==> src/rtl/dhp_pkg.sv <==
package dhp_pkg;

  typedef struct packed {
    logic rqm;
    logic drs;
    logic drc;
  } dhp_flags_t;

  // Flag effect of one side-effecting data-port transfer (read or write).
  function automatic dhp_flags_t flags_after_xfer(dhp_flags_t f);
    dhp_flags_t n;
    n = f;
    if (f.drc) begin
      n.rqm = 1'b0;
    end else if (f.drs) begin
      n.drs = 1'b0;
      n.rqm = 1'b0;
    end else begin
      n.drs = 1'b1;
    end
    return n;
  endfunction

  // The upper half of the word is next only in word mode with DRS set.
  function automatic logic upper_turn(dhp_flags_t f);
    return !f.drc && f.drs;
  endfunction

endpackage

==> src/rtl/dhp_flags.sv <==
module dhp_flags
  import dhp_pkg::*;
(
  input  logic       clk,
  input  logic       rst_n,
  input  logic       xfer_ev,
  input  logic       core_load,
  input  logic       mode_wr,
  input  logic       mode8,
  output dhp_flags_t flags_q
);

  dhp_flags_t flags_d;

  always_comb begin
    flags_d = flags_q;
    if (xfer_ev) flags_d = flags_after_xfer(flags_q);
    if (core_load) flags_d.rqm = 1'b1;
    if (mode_wr) flags_d.drc = mode8;
  end

  always_ff @(posedge clk) begin
    if (!rst_n) flags_q <= '0;
    else        flags_q <= flags_d;
  end

endmodule

==> src/rtl/dhp_datareg.sv <==
module dhp_datareg #(
  parameter int unsigned DATA_W = 16
) (
  input  logic              clk,
  input  logic              rst_n,
  input  logic              wr_ev,
  input  logic              upper,
  input  logic [DATA_W/2-1:0] wbyte,
  input  logic              core_load,
  input  logic [DATA_W-1:0] core_data,
  output logic [DATA_W-1:0] dr_q
);

  localparam int unsigned BYTE_W = DATA_W / 2;

  function automatic logic [DATA_W-1:0] merge_byte(
    logic [DATA_W-1:0] cur, logic hi, logic [BYTE_W-1:0] b);
    logic [DATA_W-1:0] r;
    r = cur;
    if (hi) r[DATA_W-1:BYTE_W] = b;
    else    r[BYTE_W-1:0]      = b;
    return r;
  endfunction

  logic [DATA_W-1:0] dr_d;

  always_comb begin
    dr_d = dr_q;
    if (wr_ev) dr_d = merge_byte(dr_q, upper, wbyte);
    if (core_load) dr_d = core_data;
  end

  always_ff @(posedge clk) begin
    if (!rst_n) dr_q <= '0;
    else        dr_q <= dr_d;
  end

endmodule

==> src/rtl/dhp_rdport.sv <==
module dhp_rdport #(
  parameter int unsigned DATA_W = 16
) (
  input  logic                clk,
  input  logic                rst_n,
  input  logic                rd_ev,
  input  logic                sel_status,
  input  logic                upper,
  input  logic [DATA_W-1:0]   dr,
  input  logic [DATA_W/2-1:0] status_byte,
  output logic [DATA_W/2-1:0] rdata_q
);

  localparam int unsigned BYTE_W = DATA_W / 2;

  function automatic logic [BYTE_W-1:0] pick_byte(logic [DATA_W-1:0] w, logic hi);
    return hi ? w[DATA_W-1:BYTE_W] : w[BYTE_W-1:0];
  endfunction

  always_ff @(posedge clk) begin
    if (!rst_n)     rdata_q <= '0;
    else if (rd_ev) rdata_q <= sel_status ? status_byte : pick_byte(dr, upper);
  end

endmodule

==> src/rtl/dsp_host_port.sv <==
module dsp_host_port
  import dhp_pkg::*;
#(
  parameter int unsigned DATA_W = 16
) (
  input  logic                clk,
  input  logic                rst_n,
  input  logic                host_sel,
  input  logic                host_rd,
  input  logic                host_wr,
  input  logic                host_peek,
  input  logic [DATA_W/2-1:0] host_wdata,
  output logic [DATA_W/2-1:0] host_rdata,
  output logic                host_wr_dropped,
  input  logic                core_load,
  input  logic [DATA_W-1:0]   core_data,
  input  logic                core_mode_wr,
  input  logic                core_mode8,
  output logic [DATA_W-1:0]   data_reg,
  output logic                flag_rqm,
  output logic                flag_drs,
  output logic                flag_drc
);

  localparam int unsigned BYTE_W = DATA_W / 2;
  localparam int unsigned PAD_W  = BYTE_W - 3;

  dhp_flags_t flags;

  // Named decode events
  logic wr_ev;        // write that survives a colliding read
  logic data_xfer_ev; // data-port access with side effects
  logic data_wr_ev;   // data-port byte store
  logic stat_wr_ev;   // discarded status write
  logic upper_ev;     // next byte is the upper half
  logic [BYTE_W-1:0] status_byte;

  assign wr_ev        = host_wr && !host_rd;
  assign data_wr_ev   = !host_sel && wr_ev;
  assign stat_wr_ev   = host_sel && wr_ev;
  assign data_xfer_ev = !host_sel && ((host_rd && !host_peek) || wr_ev);
  assign upper_ev     = upper_turn(flags);
  assign status_byte  = {flags.rqm, flags.drs, flags.drc, {PAD_W{1'b0}}};

  dhp_flags u_flags (
    .clk       (clk),
    .rst_n     (rst_n),
    .xfer_ev   (data_xfer_ev),
    .core_load (core_load),
    .mode_wr   (core_mode_wr),
    .mode8     (core_mode8),
    .flags_q   (flags)
  );

  dhp_datareg #(.DATA_W(DATA_W)) u_datareg (
    .clk       (clk),
    .rst_n     (rst_n),
    .wr_ev     (data_wr_ev),
    .upper     (upper_ev),
    .wbyte     (host_wdata),
    .core_load (core_load),
    .core_data (core_data),
    .dr_q      (data_reg)
  );

  dhp_rdport #(.DATA_W(DATA_W)) u_rdport (
    .clk         (clk),
    .rst_n       (rst_n),
    .rd_ev       (host_rd),
    .sel_status  (host_sel),
    .upper       (upper_ev),
    .dr          (data_reg),
    .status_byte (status_byte),
    .rdata_q     (host_rdata)
  );

  always_ff @(posedge clk) begin
    if (!rst_n) host_wr_dropped <= 1'b0;
    else        host_wr_dropped <= stat_wr_ev;
  end

  assign flag_rqm = flags.rqm;
  assign flag_drs = flags.drs;
  assign flag_drc = flags.drc;

  // Assertions
  a_r2_status_read_quiet: assert property (@(posedge clk) disable iff (!rst_n)
    (host_rd && host_sel && !core_load && !core_mode_wr) |=>
      ($stable(flag_rqm) && $stable(flag_drs) && $stable(flag_drc) && $stable(data_reg)));

  a_r3_status_write_dropped: assert property (@(posedge clk) disable iff (!rst_n)
    (host_wr && !host_rd && host_sel && !core_load) |=>
      (host_wr_dropped && $stable(data_reg) && $stable(flag_drs) && $stable(flag_rqm)));

  a_r4_low_read_sets_seq: assert property (@(posedge clk) disable iff (!rst_n)
    (host_rd && !host_peek && !host_sel && !flag_drc && !flag_drs) |=> flag_drs);

  a_r5_high_read_ends_word: assert property (@(posedge clk) disable iff (!rst_n)
    (host_rd && !host_peek && !host_sel && !flag_drc && flag_drs && !core_load) |=>
      (!flag_drs && !flag_rqm));

  a_r6_byte_mode_keeps_seq: assert property (@(posedge clk) disable iff (!rst_n)
    (host_rd && !host_sel && flag_drc && !core_mode_wr) |=> $stable(flag_drs));

  a_r7_peek_no_side_effect: assert property (@(posedge clk) disable iff (!rst_n)
    (host_rd && host_peek && !core_load) |=> ($stable(flag_rqm) && $stable(flag_drs)));

  a_r10_load_sets_request: assert property (@(posedge clk) disable iff (!rst_n)
    core_load |=> (flag_rqm && data_reg == $past(core_data)));

  a_r13_mode_write: assert property (@(posedge clk) disable iff (!rst_n)
    core_mode_wr |=> (flag_drc == $past(core_mode8)));

endmodule

==> config.mk <==
export PLATFORM = sky130hd
export DESIGN_NAME = dsp_host_port
export DESIGN_NICKNAME = d
export VERILOG_FILES = /design/src/rtl/dhp_pkg.sv /design/src/rtl/dhp_flags.sv /design/src/rtl/dhp_datareg.sv /design/src/rtl/dhp_rdport.sv /design/src/rtl/dsp_host_port.sv
export SDC_FILE = /design/constraint.sdc
export NUM_CORES = 1
export LEC_CHECK = 0
export CORE_UTILIZATION = 56
export DETAILED_ROUTE_END_ITERATION = 8
export DONT_BUFFER_PORTS = 1
export GPL_TIMING_DRIVEN = 0
export PLACE_DENSITY = 0.73
export RECOVER_POWER = 50
export REMOVE_ABC_BUFFERS = 1
export SYNTH_ARGS = -nofsm -noshare
export SYNTH_HDL_FRONTEND = slang
export SYNTH_SLANG_ARGS = --single-unit
==> constraint.sdc <==
create_clock -name clk -period 3.5 [get_ports clk]
set_clock_uncertainty 0.15 [all_clocks]
set_input_delay 0.525 -clock clk [delete_from_list [all_inputs] [get_ports clk]]
set_output_delay 0.525 -clock clk [all_outputs]
set_load 0.01 [all_outputs]
* Word-level counts from Yosys, hierarchy flattened *
Index checks and enable logic that the tools add are counted.

word-level totals
  flip-flop bits (word level) = 28
  bits of input ports = 33
  output and inout port bits = 28

operators by class
  equality and inequality tests = 1
  bitwise gates (word level) = 1
  reductions and logical operators = 19
  mux-type cells = 13

operators by type and width
  cell                                           number
  16-bit 2-to-1 mux                              2
  8-bit 2-to-1 mux                               4
  2-bit AND reduction                            4
  1-bit logical AND                              6
  1-bit 2-to-1 mux                               6
  2-bit nonzero test                             3
  1-bit logical NOT                              4
  3-bit 2-to-1 mux                               1
  3-bit nonzero test                             1
  2-bit inequality test (second input constant)  1
  1-bit logical OR                               1
  1-bit inverter                                 1

* Longest topological paths before layout *
  depth after elaboration = 6
  depth in mapped cells = 6
  gate-level depth less buffers = 4

* Hierarchy *
From an unflattened synthesis, not the netlist that was laid out.

second synthesis, totals
  cell total of the unflattened synthesis = 139
  area total of the unflattened synthesis = 1382.6 µm²

by module, submodules not included
  module         sequential area each (µm²)  area an instance (µm²)  instances  cells each
  dhp_datareg    320.3                       699.4                   1          73
  dhp_rdport     160.2                       499.2                   1          46
  dhp_flags      60.1                        123.9                   1          13
  dsp_host_port  20.0                        60.1                    1          7

* Least setup slack after synthesis *
OpenSTA, ideal clock, no wires.

  path type = input to register
  start point = in host_rd
  end point = reg u_datareg.dr_q[13]
  library setup time = 0.086 ns
  data required time = 3.264 ns
  arrival time = 1.432 ns
  path slack = 1.833 ns
  cell stages on the path = 5
  cell sequence = nand2b_1 -> nor3_4 -> buf_4 -> nor3_1 -> a211oi_1

between the ends
  longest elaborated chain between the ends = 5

ends and longest elaborated chain
  what                           RTL line             text
  start: declaration             dsp_host_port.sv:9   input logic host_rd,
  1-bit logical NOT              dsp_host_port.sv:38  assign wr_ev = host_wr && !host_rd;
  1-bit logical AND              dsp_host_port.sv:38
  1-bit logical AND              dsp_host_port.sv:39  assign data_wr_ev = !host_sel && wr_ev;
  2-bit nonzero test (no line)   --
  2-bit AND reduction (no line)  --
  end signal: assignment         dhp_datareg.sv:35    else dr_q <= dr_d;
  end: declaration               dhp_datareg.sv:11    output logic [DATA_W-1:0] dr_q

No other way between the ends.
A chain may end at the register's enable or synchronous reset.

* Final worst setup path *
  start point = reg u_flags.flags_q[0] (netlist name)
  end point = reg u_datareg.dr_q[3]

between the ends
  longest elaborated chain between the ends = 4

ends and longest elaborated chain
  what                             RTL line         text
  start: declaration               dhp_flags.sv:10  output dhp_flags_t flags_q
  start signal: assignment         dhp_flags.sv:24  else flags_q <= flags_d;
  1-bit logical NOT                dhp_pkg.sv:26    return !f.drc && f.drs;
  1-bit logical AND                dhp_pkg.sv:26
  2-bit inequality test (no line)  --
  2-bit AND reduction (no line)    --

No other way between the ends.

==> impl_metrics.csv <==
group,metric,value,unit
outcome,status,"finished, final reports clean",
global_routing,grt_max_degree,30,
clock_network,cts_buffer_depth,2,
routing,drt_wl_total,2820,um
layout,nNetsFinal,176,
place,gp_congestion,0.699,
clock_network,worstSkewPairLatency,0.32,ns
clock_network,hold_buffers,0,
layout,fillerInstances,220,
timing,finalMaxSlewViolations,0,
clock_network,numCtsBuffers,3,
layout,fin_util,59.1,%
yosys,avgSynthCellArea,8.82,um2
setup_path,worstPathArrival,2.39,ns
layout,drive_gt1_share,7.80,%
timing,setup_violations,0,
layout,seqCellArea,561,um2
setup_path,crit_type,"flip-flop to flip-flop",
clock_network,htree_levels,1,
timing,worst_slew_pin_slew,0.661,ns
setup_path,path_max_fanout,16,
global_routing,grt_overflow,0,
clock_network,cts_root_buf,"clkbuf_4",
die,die_h,50.6,um
min_path,hp-class,"input port to flip-flop",
layout,area_growth,-1.14,%
routing,via_per_inst,6.32,
timing,clock.fmax,0.434,GHz
yosys,ys_seq_area_share,42.4,%
routing,drc,0,
global_routing,grt_pass1_wl,4520,um
yosys,syn_area,1320,um2
clock_network,cts_setup_buffers,0,
setup_path,critPathSlowestCell,"nor3b_4",
die,fp.dieArea,2560,um2
timing,tns,0,ns
clock_network,clkTransAtPathRegs,0.14,ns
die,coreArea,2210,um2
power,power.leakage,0.480,nW
yosys,synth_area_leaders,"dfxtp_1 (42%), a211oi_1 (7.9%), o21ai_0 (7.2%)",
global_routing,first_global_vias,987,
place,dp.final_hpwl,1990,um
power,peakVddDrop,0.192,mV
routing,drt_iter0_drc,15,
timing,post-route-period-util,65.9,%
timing,maxSlewHeadroom,55.9,%
timing,min_period,2.31,ns
global_routing,grt_util_all_layers,23.7,%
die,rows,17,
setup_path,cp.required,3.59,ns
setup_path,critPathMaxStageDelay,0.67,ns
yosys,yosysWarningCount,0,
timing,hold_violations,0,
clock_network,cts_tree,"done",
routing,drtAntennaViolNets,0,
clock_network,clock-sinks,28,
yosys,synth-seq-cells,28,
yosys,synth_cells,150,
yosys,yosysUniqueCellTypes,31,
routing,dr.pass1.iters,4,
timing,whs,0.124,ns
clock_network,cts_resized,0,
layout,diodes,0,
die,initial_core_util,59.8,%
layout,multi_input_area,659,um2
routing,wl_per_cell,16.7,um
setup_path,cp-end-kind,"flip-flop",
place,io_buffer_count,0,
power,total_power,565,uW
routing,vias,1068,
yosys,yosysTopAreaCell,"dfxtp_1",
setup_path,cp_cell_sequence,"nand2b_1 > nor3b_4 > nor3_1 > a211oi_1",
global_routing,antenna_found_initial,0,
timing,rsz0062_at_grt,"false",
die,die_w,50.6,um
job,maxCapViolCount,0,
power,power_density,432,nW/um2
yosys,synthDominantCellAreaShare,42.4,%
die,pin_count,61,
setup_path,start_kind,"flip-flop",
[sequential cells by signal (all words and copies together), names as in the netlist]
| name | count |
|---|---|
| u_flags.flags_q | 3 |
| u_datareg.dr_q | 16 |
| host_wr_dropped | 1 |
| u_rdport.rdata_q | 8 |
[worst paths after layout]
check	start	end	slack (ns)	cells past startpoint
setup / recovery	u_flags.flags_q[0]$_SDFFE_PN0P_	u_datareg.dr_q[3]$_SDFFE_PN0P_	1.19	4
hold reg to reg	u_rdport.rdata_q[7]$_SDFFE_PN0P_	u_rdport.rdata_q[7]$_SDFFE_PN0P_	0.37	2
hold / removal	host_rd	u_rdport.rdata_q[5]$_SDFFE_PN0P_	0.12	1
setup reg to reg	u_flags.flags_q[0]$_SDFFE_PN0P_	u_datareg.dr_q[3]$_SDFFE_PN0P_	1.19	4
[cell type report]
cell class                      instances  area share (%)
Clock buffer                            3            1.72
Inverter                                8            2.30
Multi-Input combinational cell        102            50.4
Sequential cell                        28            42.9
Tap cell                               28            2.68
[synthesized netlist by cell type, drive strengths merged]
| library cell | instances |
|---|---|
| dfxtp | 28 |
| o21ai | 19 |
| nor3 | 17 |
| a211oi | 16 |
| nor2 | 10 |
| inv | 8 |
| clkbuf | 7 |
| mux2i | 6 |
| o22ai | 6 |
| and2 | 5 |
| buf | 5 |
| nand2b | 4 |
| nand2 | 3 |
| a21boi | 2 |
| a21oi | 2 |
| o31ai | 2 |
| and2b | 1 |
| mux2 | 1 |
| nand3b | 1 |
| nor2b | 1 |
| nor3b | 1 |
| o2111ai | 1 |
| o211a | 1 |
| o211ai | 1 |
| or2b | 1 |
| or4 | 1 |
[where the power goes]
group | total [mW] | switching, mW | internal, mW | leakage [nW]
registers | 0.369 | 0.0291 | 0.340 | 0.232
logic | 0.0678 | 0.0347 | 0.0331 | 0.235
clock network | 0.128 | 0.0874 | 0.0403 | 0.0138
total | 0.565 | 0.151 | 0.414 | 0.480
[layout by cell type, fill, tap and decap left out, drive strengths merged, types with 2 or more instances in the layout]
cell type   n
mux2i       6
o31ai       2
clkbuf      3
nand2       3
a21boi      2
and2        5
o21ai      19
nand2b      4
nor3       17
o22ai       6
a21oi       2
inv         8
nor2       10
a211oi     16
dfxtp      28
[through the flow]
stage	instances	worst slack, ns	area [um2]
finish	169	1.19	1310
global route	169	1.01	1310
CTS	169	1.21	1310
detailed placement	166	1.24	1280
global placement	166	1.30	1280
floorplan	138	1.63	1250
[cells by family after synthesis]
| logic type | synth area share, % |
|---|---|
| mux | 5.39 |
| flops | 42.4 |
| buf+inv | 7.76 |
| compound gates | 24.9 |
| simple gates | 19.6 |
[worst max-delay path: cells and delay by family, from the launching register on]
kind | cells | cell delay [ns]
flip-flops | 1 | 0.53
AO/OA/AOI/OAI | 1 | 0.23
AND/OR/NAND/NOR | 3 | 1.31
[routing by layer]
layer	vias up	global-route usage, %	part of all wire [%]
li1	524	-	-
met1	495	29.0	44
met2	45	40.2	48
met3	4	5.76	6.5
met4	0	8.33	0.92
met5	-	0	0
Power figures use the tool's default switching activity.
